## config.mk

```make
export PLATFORM = sky130hd
export DESIGN_NAME = line_mode_ctrl
export DESIGN_NICKNAME = d
export VERILOG_FILES = /design/src/rtl/line_ctrl_pkg.sv /design/src/rtl/line_sync2.sv /design/src/rtl/line_det_filter.sv /design/src/rtl/line_mode_fsm.sv /design/src/rtl/line_mode_ctrl.sv
export SDC_FILE = /design/constraint.sdc
export NUM_CORES = 1
export LEC_CHECK = 0
export BUFFER_PORTS_ARGS = -buffer_cell sky130_fd_sc_hd__buf_2
export CAP_MARGIN = 20
export CORE_MARGIN = 5
export CORE_UTILIZATION = 61
export CTS_CLUSTER_DIAMETER = 80
export DETAILED_ROUTE_END_ITERATION = 8
export GPL_TIMING_DRIVEN = 0
export PLACE_DENSITY = 0.84
export SYNTH_ARGS = -nofsm -noshare
export SYNTH_HDL_FRONTEND = slang
export SYNTH_SLANG_ARGS = --single-unit
```

## constraint.sdc

```tcl
create_clock -name clk -period 5.7 [get_ports clk]
set_clock_uncertainty 0.15 [all_clocks]
set_input_delay 0.57 -clock clk [delete_from_list [all_inputs] [get_ports clk]]
set_output_delay 0.57 -clock clk [all_outputs]
set_load 0.1 [all_outputs]
```

## src/rtl/line_ctrl_pkg.sv

```systemverilog
package line_ctrl_pkg;
    typedef enum logic [1:0] {
        ST_STANDBY = 2'd0,
        ST_ACTIVE  = 2'd1,
        ST_RINGING = 2'd2,
        ST_TRIPPED = 2'd3
    } line_state_t;

    localparam int NUM_DET = 2;
    localparam int DET_HOOK = 0;
    localparam int DET_GKEY = 1;
endpackage

```

## src/rtl/line_sync2.sv

```systemverilog
module line_sync2 #(
    parameter int W = 1,
    parameter logic [W-1:0] RST_VAL = '0
) (
    input  logic         clk,
    input  logic         rst,
    input  logic [W-1:0] d,
    output logic [W-1:0] q
);
    logic [W-1:0] stage1;

    always_ff @(posedge clk) begin
        if (rst) begin
            stage1 <= RST_VAL;
            q      <= RST_VAL;
        end else begin
            stage1 <= d;
            q      <= stage1;
        end
    end

    // the output is the input delayed by exactly two edges
    p_sync_delay_r3: assert property (@(posedge clk) disable iff (rst)
        !$past(rst) && !$past(rst, 2) |-> q == $past(d, 2));
endmodule

```

## src/rtl/line_det_filter.sv

```systemverilog
module line_det_filter #(
    parameter int DLY_W = 8
) (
    input  logic             clk,
    input  logic             rst,
    input  logic             tick,
    input  logic             raw,
    input  logic [DLY_W-1:0] dly,
    output logic             filt
);
    localparam int CW = DLY_W + 1;

    logic [DLY_W-1:0] cnt;
    logic [CW-1:0]    cnt_inc;
    logic             reached;

    assign cnt_inc = {1'b0, cnt} + CW'(1);
    assign reached = cnt_inc >= {1'b0, dly};

    always_ff @(posedge clk) begin
        if (rst) begin
            cnt  <= '0;
            filt <= 1'b0;
        end else if (tick) begin
            if (raw == filt) begin
                cnt <= '0;
            end else if (reached) begin
                filt <= raw;
                cnt  <= '0;
            end else begin
                cnt <= cnt_inc[DLY_W-1:0];
            end
        end
    end

    // no tick, no movement
    p_hold_no_tick_r9: assert property (@(posedge clk) disable iff (rst)
        !$past(rst) && !$past(tick) |-> $stable(filt) && $stable(cnt));
    // a change only follows a tick that saw a differing raw level
    p_change_cause_r8: assert property (@(posedge clk) disable iff (rst)
        !$past(rst) && !$stable(filt) |-> $past(tick) && $past(raw) == filt);
    // a tick that sees agreement clears the run count
    p_run_clear_r10: assert property (@(posedge clk) disable iff (rst)
        tick && raw == filt |=> cnt == '0);
endmodule

```

## src/rtl/line_mode_fsm.sv

```systemverilog
module line_mode_fsm
    import line_ctrl_pkg::*;
(
    input  logic clk,
    input  logic rst,
    input  logic sby,
    input  logic ring_req,
    input  logic hook_f,
    input  logic gkey_f,
    output logic hook_n,
    output logic gkey_n,
    output logic codec_pu_n,
    output logic ring_en
);
    line_state_t state, state_nxt;

    always_comb begin
        state_nxt = state;
        unique case (state)
            ST_STANDBY: begin
                if (!sby) state_nxt = ring_req ? ST_RINGING : ST_ACTIVE;
            end
            ST_ACTIVE: begin
                if (sby)           state_nxt = ST_STANDBY;
                else if (ring_req) state_nxt = ST_RINGING;
            end
            ST_RINGING: begin
                if (sby)            state_nxt = ST_STANDBY;
                else if (!ring_req) state_nxt = ST_ACTIVE;
                else if (hook_f)    state_nxt = ST_TRIPPED;
            end
            ST_TRIPPED: begin
                if (sby)            state_nxt = ST_STANDBY;
                else if (!ring_req) state_nxt = ST_ACTIVE;
            end
            default: state_nxt = ST_STANDBY;
        endcase
    end

    always_ff @(posedge clk) begin
        if (rst) state <= ST_STANDBY;
        else     state <= state_nxt;
    end

    always_comb begin
        hook_n     = 1'b1;
        gkey_n     = 1'b1;
        codec_pu_n = 1'b1;
        ring_en    = 1'b0;
        unique case (state)
            ST_STANDBY: begin
                hook_n     = 1'b1;
                gkey_n     = 1'b1;
                codec_pu_n = 1'b1;
                ring_en    = 1'b0;
            end
            ST_ACTIVE: begin
                hook_n     = !hook_f;
                gkey_n     = !gkey_f;
                codec_pu_n = !hook_f;
            end
            ST_RINGING: begin
                hook_n     = !hook_f;
                gkey_n     = !gkey_f;
                codec_pu_n = 1'b0;
                ring_en    = !hook_f;
            end
            ST_TRIPPED: begin
                hook_n     = 1'b0;
                gkey_n     = !gkey_f;
                codec_pu_n = 1'b0;
            end
            default: ;
        endcase
    end

    // standby select always lands in standby
    p_sby_wins_r11: assert property (@(posedge clk) disable iff (rst)
        sby |=> state == ST_STANDBY);
    // trip latch holds while the request stays and standby is off
    p_trip_hold_r7: assert property (@(posedge clk) disable iff (rst)
        state == ST_TRIPPED && ring_req && !sby |=> state == ST_TRIPPED);
    // injector never drives while hook reports off-hook
    p_ring_vs_hook_r6: assert property (@(posedge clk) disable iff (rst)
        ring_en |-> hook_n);
    // ringing always requests codec power
    p_ring_pu_r5: assert property (@(posedge clk) disable iff (rst)
        ring_en |-> !codec_pu_n);
endmodule

```

## src/rtl/line_mode_ctrl.sv

```systemverilog
module line_mode_ctrl
    import line_ctrl_pkg::*;
#(
    parameter int DLY_W = 8
) (
    input  logic             clk,
    input  logic             rst,
    input  logic             tick,
    input  logic             standby_in,
    input  logic             ring_req_in,
    input  logic             loop_raw,
    input  logic             gkey_raw,
    input  logic [DLY_W-1:0] hook_dly,
    input  logic [DLY_W-1:0] gkey_dly,
    output logic             hook_n,
    output logic             gkey_n,
    output logic             codec_pu_n,
    output logic             ring_en
);
    localparam int SYNC_W = 2 + NUM_DET;

    logic [SYNC_W-1:0] sync_in, sync_out;
    logic [NUM_DET-1:0] det_raw, det_filt;
    logic [DLY_W-1:0]   det_dly [NUM_DET];

    assign sync_in = {gkey_raw, loop_raw, ring_req_in, standby_in};

    line_sync2 #(
        .W       (SYNC_W),
        .RST_VAL (SYNC_W'(1))
    ) u_sync (
        .clk (clk),
        .rst (rst),
        .d   (sync_in),
        .q   (sync_out)
    );

    assign det_raw[DET_HOOK] = sync_out[2];
    assign det_raw[DET_GKEY] = sync_out[3];
    assign det_dly[DET_HOOK] = hook_dly;
    assign det_dly[DET_GKEY] = gkey_dly;

    for (genvar i = 0; i < NUM_DET; i++) begin : g_det
        line_det_filter #(.DLY_W(DLY_W)) u_filt (
            .clk  (clk),
            .rst  (rst),
            .tick (tick),
            .raw  (det_raw[i]),
            .dly  (det_dly[i]),
            .filt (det_filt[i])
        );
    end

    line_mode_fsm u_fsm (
        .clk        (clk),
        .rst        (rst),
        .sby        (sync_out[0]),
        .ring_req   (sync_out[1]),
        .hook_f     (det_filt[DET_HOOK]),
        .gkey_f     (det_filt[DET_GKEY]),
        .hook_n     (hook_n),
        .gkey_n     (gkey_n),
        .codec_pu_n (codec_pu_n),
        .ring_en    (ring_en)
    );

    // the first cycle after reset shows the standby output set
    p_reset_state_r1: assert property (@(posedge clk)
        $past(rst) |-> hook_n && gkey_n && codec_pu_n && !ring_en);
endmodule

```

; ---- After elaboration in Yosys (flattened, before gate mapping)
; Cells that the tools add are included.
[totals]
ff_bits = 28
out_inout_bits = 4
wordCells = 49
input_bits = 23
[op_classes]
order_cmp = 2
n_addsub = 2
n_eq_ne = 9
bitwise = 2
n_reduce_logical = 9
mux = 18
[op_table]
columns = operator, n
row1 = $mux W8, 4
row2 = $add A8 B1 Y9 const B, 2
row3 = $ge A9 B8 Y1, 2
row4 = $mux W2, 9
row5 = $pmux W2 S4, 1
row6 = $ne A3 B3 Y1 const B, 2
row7 = $pmux W1 S3, 2
row8 = $reduce_and A3 Y1, 2
row9 = $eq A2 B2 Y1 const B, 2
row10 = $ne A4 B4 Y1 const B, 1
row11 = $reduce_and A4 Y1, 1
row12 = $reduce_or A2 Y1, 2
row13 = $reduce_or A3 Y1, 1
row14 = $eq A1 B1 Y1, 2
row15 = $eq A2 B1 Y1 const B, 1
row16 = $logic_not A1 Y1, 2
row17 = $logic_not A2 Y1, 1
row18 = $ne A2 B2 Y1 const B, 1
row19 = $not A1 Y1, 2
row20 = $pmux W1 S2, 1
row21 = $mux W1, 1

; ---- Depth between registers and ports, before layout
[logic_depth]
depth_word = 4
mapped_depth = 11

; ---- Cells and area by module
; From an unflattened synthesis, not the netlist that was laid out.
[unflattened]
hier_cells = 222
hier_area_um2 = 1859.3
[modules_own_cells]
columns = module, seq_area_each_um2, cells_each, area_each_um2, n_inst
row1 = line_det_filter, 180.2, 87, 700.7, 2
row2 = line_mode_fsm, 40.0, 32, 247.7, 1
row3 = line_sync2, 160.2, 16, 210.2, 1

; ---- Least setup slack after synthesis
; No wires, ideal clock.
[synth_timing]
path_type = flip-flop to output port
start = reg u_fsm.state[0]
end = out hook_n
arrival_ns = 2.309
path_slack_ns = 2.671
stages_incl_launch_ff = 4
required_ns = 4.980
n_path_buf = 0
path_cell_list = dfxtp_1 > inv_1 > ha_1 > mux2i_1
[synth_via]
elab_chain_cells = 3
[synth_rtl]
columns = item, line_no
row1 = "start, declared", line_mode_fsm.sv:15  ; line_state_t state, state_nxt;
row2 = "start signal, assigned", line_mode_fsm.sv:42  ; else state <= state_nxt;
row3 = $eq A2 B1 Y1 or $eq A2 B2 Y1 (tied branches), line_mode_fsm.sv:50  ; unique case (state)
row4 = $reduce_or A2 Y1 (no source line), n/a
row5 = $pmux W1 S3 *, line_mode_fsm.sv:50
row6 = "end, declared", line_mode_ctrl.sv:15  ; output logic hook_n,
; Mark *: on every way between the ends. The rest lies on a longest branch, timed or not.

; ---- Worst setup path in the final report
[layout_timing]
start = reg g_det[0].u_filt.cnt[2]
end = reg g_det[0].u_filt.cnt[6]
[layout_via]
elab_chain_cells = 4
[layout_rtl]
columns = item, line_no
row1 = "start, declared", line_det_filter.sv:13  ; logic [DLY_W-1:0] cnt;
row2 = "start signal, assigned", line_det_filter.sv:31  ; cnt <= cnt_inc[DLY_W-1:0];
row3 = $add A8 B1 Y9 *, line_det_filter.sv:17  ; assign cnt_inc = {1'b0, cnt} + CW'(1);
row4 = $ge A9 B8 Y1, line_det_filter.sv:18  ; assign reached = cnt_inc >= {1'b0, dly};
row5 = $mux W8 *, line_det_filter.sv:27  ; end else if (reached) begin
row6 = $mux W8 *, line_det_filter.sv:25  ; if (raw == filt) begin
; Marks and branches as above.
; A chain may end at the register's enable or synchronous reset.

==> impl_metrics.yaml <==
status:
  status: "finished clean"
worst_setup_path:
  crit_chain: "and4_1, a41oi_1, or2_2, ha_1, and3_1, a221oi_1, nand2_1, o41ai_1"
  crit_slowest_cell: "dfxtp_1"
  crit_path_start: "g_det[0].u_filt.cnt[2]"
  slowest_delay_ns: 0.46
  r2r_start: "g_det[0].u_filt.cnt[2]"
  cp-start-kind: "register"
  worstSetupPathType: "register to register"
  crit_fanout: 9
  worstPathArrival_ns: 3.06
  cp-end-kind: "register"
  cp.required_ns: 5.80
pwr:
  ir_worst_vdd_mv: 0.2347
  power.density_mw_per_mm2: 240.6
  leakage_nw: 1.011
floorplan:
  start_util: 0.6415
  rows: 20
  io_pins: 27
  dieHeight_um: 66.89
  fp.dieW_um: 66.89
  dieArea_mm2: 0.004474
  core_area_mm2: 0.003078
timing:
  finalSetupViolCount: 0
  hold_viol_final: 0
  relSlewSlack: 0.5198
  timing.setup.tns_ns: 0
  final-max-slew-violation-count: 0
  worst_pin_slew_ns: 0.7171
  fmaxAchievable_mhz: 337.1
  finalCriticalPeriod_ns: 2.967
  setup_slack_ns: 2.733
  finalCritPeriodShare: 0.5205
  grt_setup_unrepaired: "no"
placement:
  dp_slack_ns: 2.741
  gp_congestion: 0.8472
  dp_hpwl_um: 2950
  io_buffers: 26
detailed_routing:
  drtIter0Drc: 91
  drt_drc_violations_left: 0
  totalWireLength_um: 3968
  final_antenna_net_count: 0
  vias: 1652
  drt_first_pass_iters: 4
  post_drt_via_cell_ratio: 5.581
  wire_per_inst_um: 13.41
hold_path:
  min_from: "standby_in"
  hold_class: "input port to register"
logic_synthesis:
  synth_cell_type_count: 43
  synth_top_area_frac: 0.2839
  syn_inst: 222
  synthArstFlopShare: 0
  synth_edf_count: 0
  yosys-top-cells-area: "dfxtp_1, ha_1, inv_1"
  ys_warn_count: 0
  synth_nets: 268
  synth_area_mm2: 0.001974
  ys_seq_elements: 28
  synth_top_area_cell: "dfxtp_1"
  avgSynthCellArea_um2: 8.894
  synthFlopType: "dfxtp_1"
  ys_seq_area_frac: 0.2839
global_routing:
  grt.met2_usage: 0.3205
  grt_max_degree: 17
  use_met1: 0.2497
  grt_antenna_before_repair: 0
  top_usage_layer: "met2"
  grt_pass1_wl_um: 6713
  use_met3: 0.04216
  track_usage: 0.1895
  first_global_vias: 1507
  grt_overflow_total: 0
clock_network:
  htreeDepth: 1
  cts-root-buf: "clkbuf_4"
  cts_resized: 0
  numClockSinks: 28
  cts_inserted_buffers: 3
  clk_latency_ns: 0.34
  path_clk_slew_ns: 0.16
  cts_tree: "built"
  ctsLongestPathBuffers: 2
  cts_hold_buffers: 0
  cts_setup_buffers: 0
cells_and_area:
  drive_above_1_share: 0.1944
  antenna_cells_inserted: 0
  post-route-util: 0.7187
  syn_to_final_growth_pct: 12.04
  n_fill_cell: 253
  nets: 299
run:
  maxCapViolCount: 0
cell families (layout without fill, tap and decap cells):
kind of cell | after synthesis | after routing | synth area share
buffers and inverters | 34 | 64 | 0.06844
XOR/XNOR | 11 | 11 | 0.04879
AO/OA/AOI/OAI | 50 | 50 | 0.2300
flip-flops | 28 | 28 | 0.2839
multiplexers | 1 | 1 | 0.005070
AND/OR/NAND/NOR | 75 | 75 | 0.2180
adder cells (fa/ha/maj) | 23 | 23 | 0.1458
report_power, final:
| part | internal [mW] | total (mW) | leakage [nW] | switching [mW] |
|---|---|---|---|---|
| sequential | 0.205 | 0.215 | 0.228 | 0.0100 |
| combinational | 0.0538 | 0.183 | 0.755 | 0.129 |
| clock | 0.0712 | 0.134 | 0.0279 | 0.0628 |
| total | 0.330 | 0.532 | 1.01 | 0.202 |
synthesized netlist by cell type (all sizes together), types with 3 or more instances:
cell type	count
a21o	7
a21oi	6
clkbuf	6
dfxtp	28
ha	23
inv	27
nand2	17
nand2b	11
nand3	9
nand3b	8
nor2	6
nor2b	8
o211ai	6
o21ai	3
o32ai	9
o41ai	8
or2	5
or3	3
xnor2	6
xor2	5
metal layers:
layer	routed length [µm]	share of wire
met5	0	0
met4	35	0.0088
met3	192	0.048
met2	1884	0.47
met1	1855	0.47
registers in the layout (all words and copies together), names as in the netlist:
| name | cells |
|---|---|
| u_sync.stage1 | 4 |
| u_fsm.state | 2 |
| u_sync.q | 4 |
| g_det.u_filt.cnt | 16 |
| g_det.u_filt.filt | 2 |
worst paths after layout:
path	end	slack (ns)	cells past startpoint
worst max register to register	g_det[0].u_filt.cnt[6]	2.73	8
worst min register to register	u_sync.q[0]	0.29	1
worst min-delay path	u_sync.stage1[0]	0.24	2
worst max-delay path	g_det[0].u_filt.cnt[6]	2.73	8
area by class of cell:
type / instances / area (µm²) / area share
Timing Repair Buffer: 26 / 130.1 / 0.05882
Clock buffer: 3 / 22.52 / 0.01018
Multi-Input combinational cell: 160 / 1279 / 0.5781
Buffer: 7 / 33.78 / 0.01527
Inverter: 27 / 101.3 / 0.04581
Tap cell: 44 / 55.05 / 0.02489
Sequential cell: 28 / 560.5 / 0.2534
Clock inverter: 1 / 30.03 / 0.01357
per-stage QoR:
step | area [µm²] | total power, mW | std cells | hold WS (ns)
global placement | 2160 | 0.3980 | 292 | 0.2415
CTS | 2212 | 0.5320 | 296 | 0.2352
detailed placement | 2160 | 0.3994 | 292 | 0.2520
global route | 2212 | 0.5611 | 296 | 0.2400
floorplan | 1974 | 0.3655 | 222 | 0.2395
finish | 2212 | 0.5321 | 296 | 0.2406
cell usage in the layout (no fill, tap or decap), types with 2 or more instances in the layout:
cell type,synthesis,routed
a21o_1,7,7
a21oi_1,6,6
a311oi_1,2,2
a31oi_1,2,2
buf_2,0,26
clkbuf_1,6,6
clkbuf_4,0,3
dfxtp_1,28,28
ha_1,23,23
inv_1,26,26
nand2_1,17,17
nand2b_1,11,11
nand3_1,9,9
nand3b_1,8,8
nor2_1,5,5
nor2b_1,8,8
o211ai_1,5,5
o21ai_0,3,3
o32ai_1,5,5
o32ai_2,4,4
o41a_1,2,2
o41ai_1,4,4
o41ai_2,4,4
or2_2,5,5
or3_1,3,3
xnor2_1,6,6
xor2_1,5,5
critical path: cells and delay by family, from the launching register on:
| kind | cells | cell delay [ns] |
|---|---|---|
| AND/OR/NAND/NOR | 4 | 1.08 |
| AO/OA/AOI/OAI | 3 | 0.89 |
| flip-flops | 1 | 0.46 |
| adder cells (fa/ha/maj) | 1 | 0.28 |
Power figures use the tool's default switching activity.
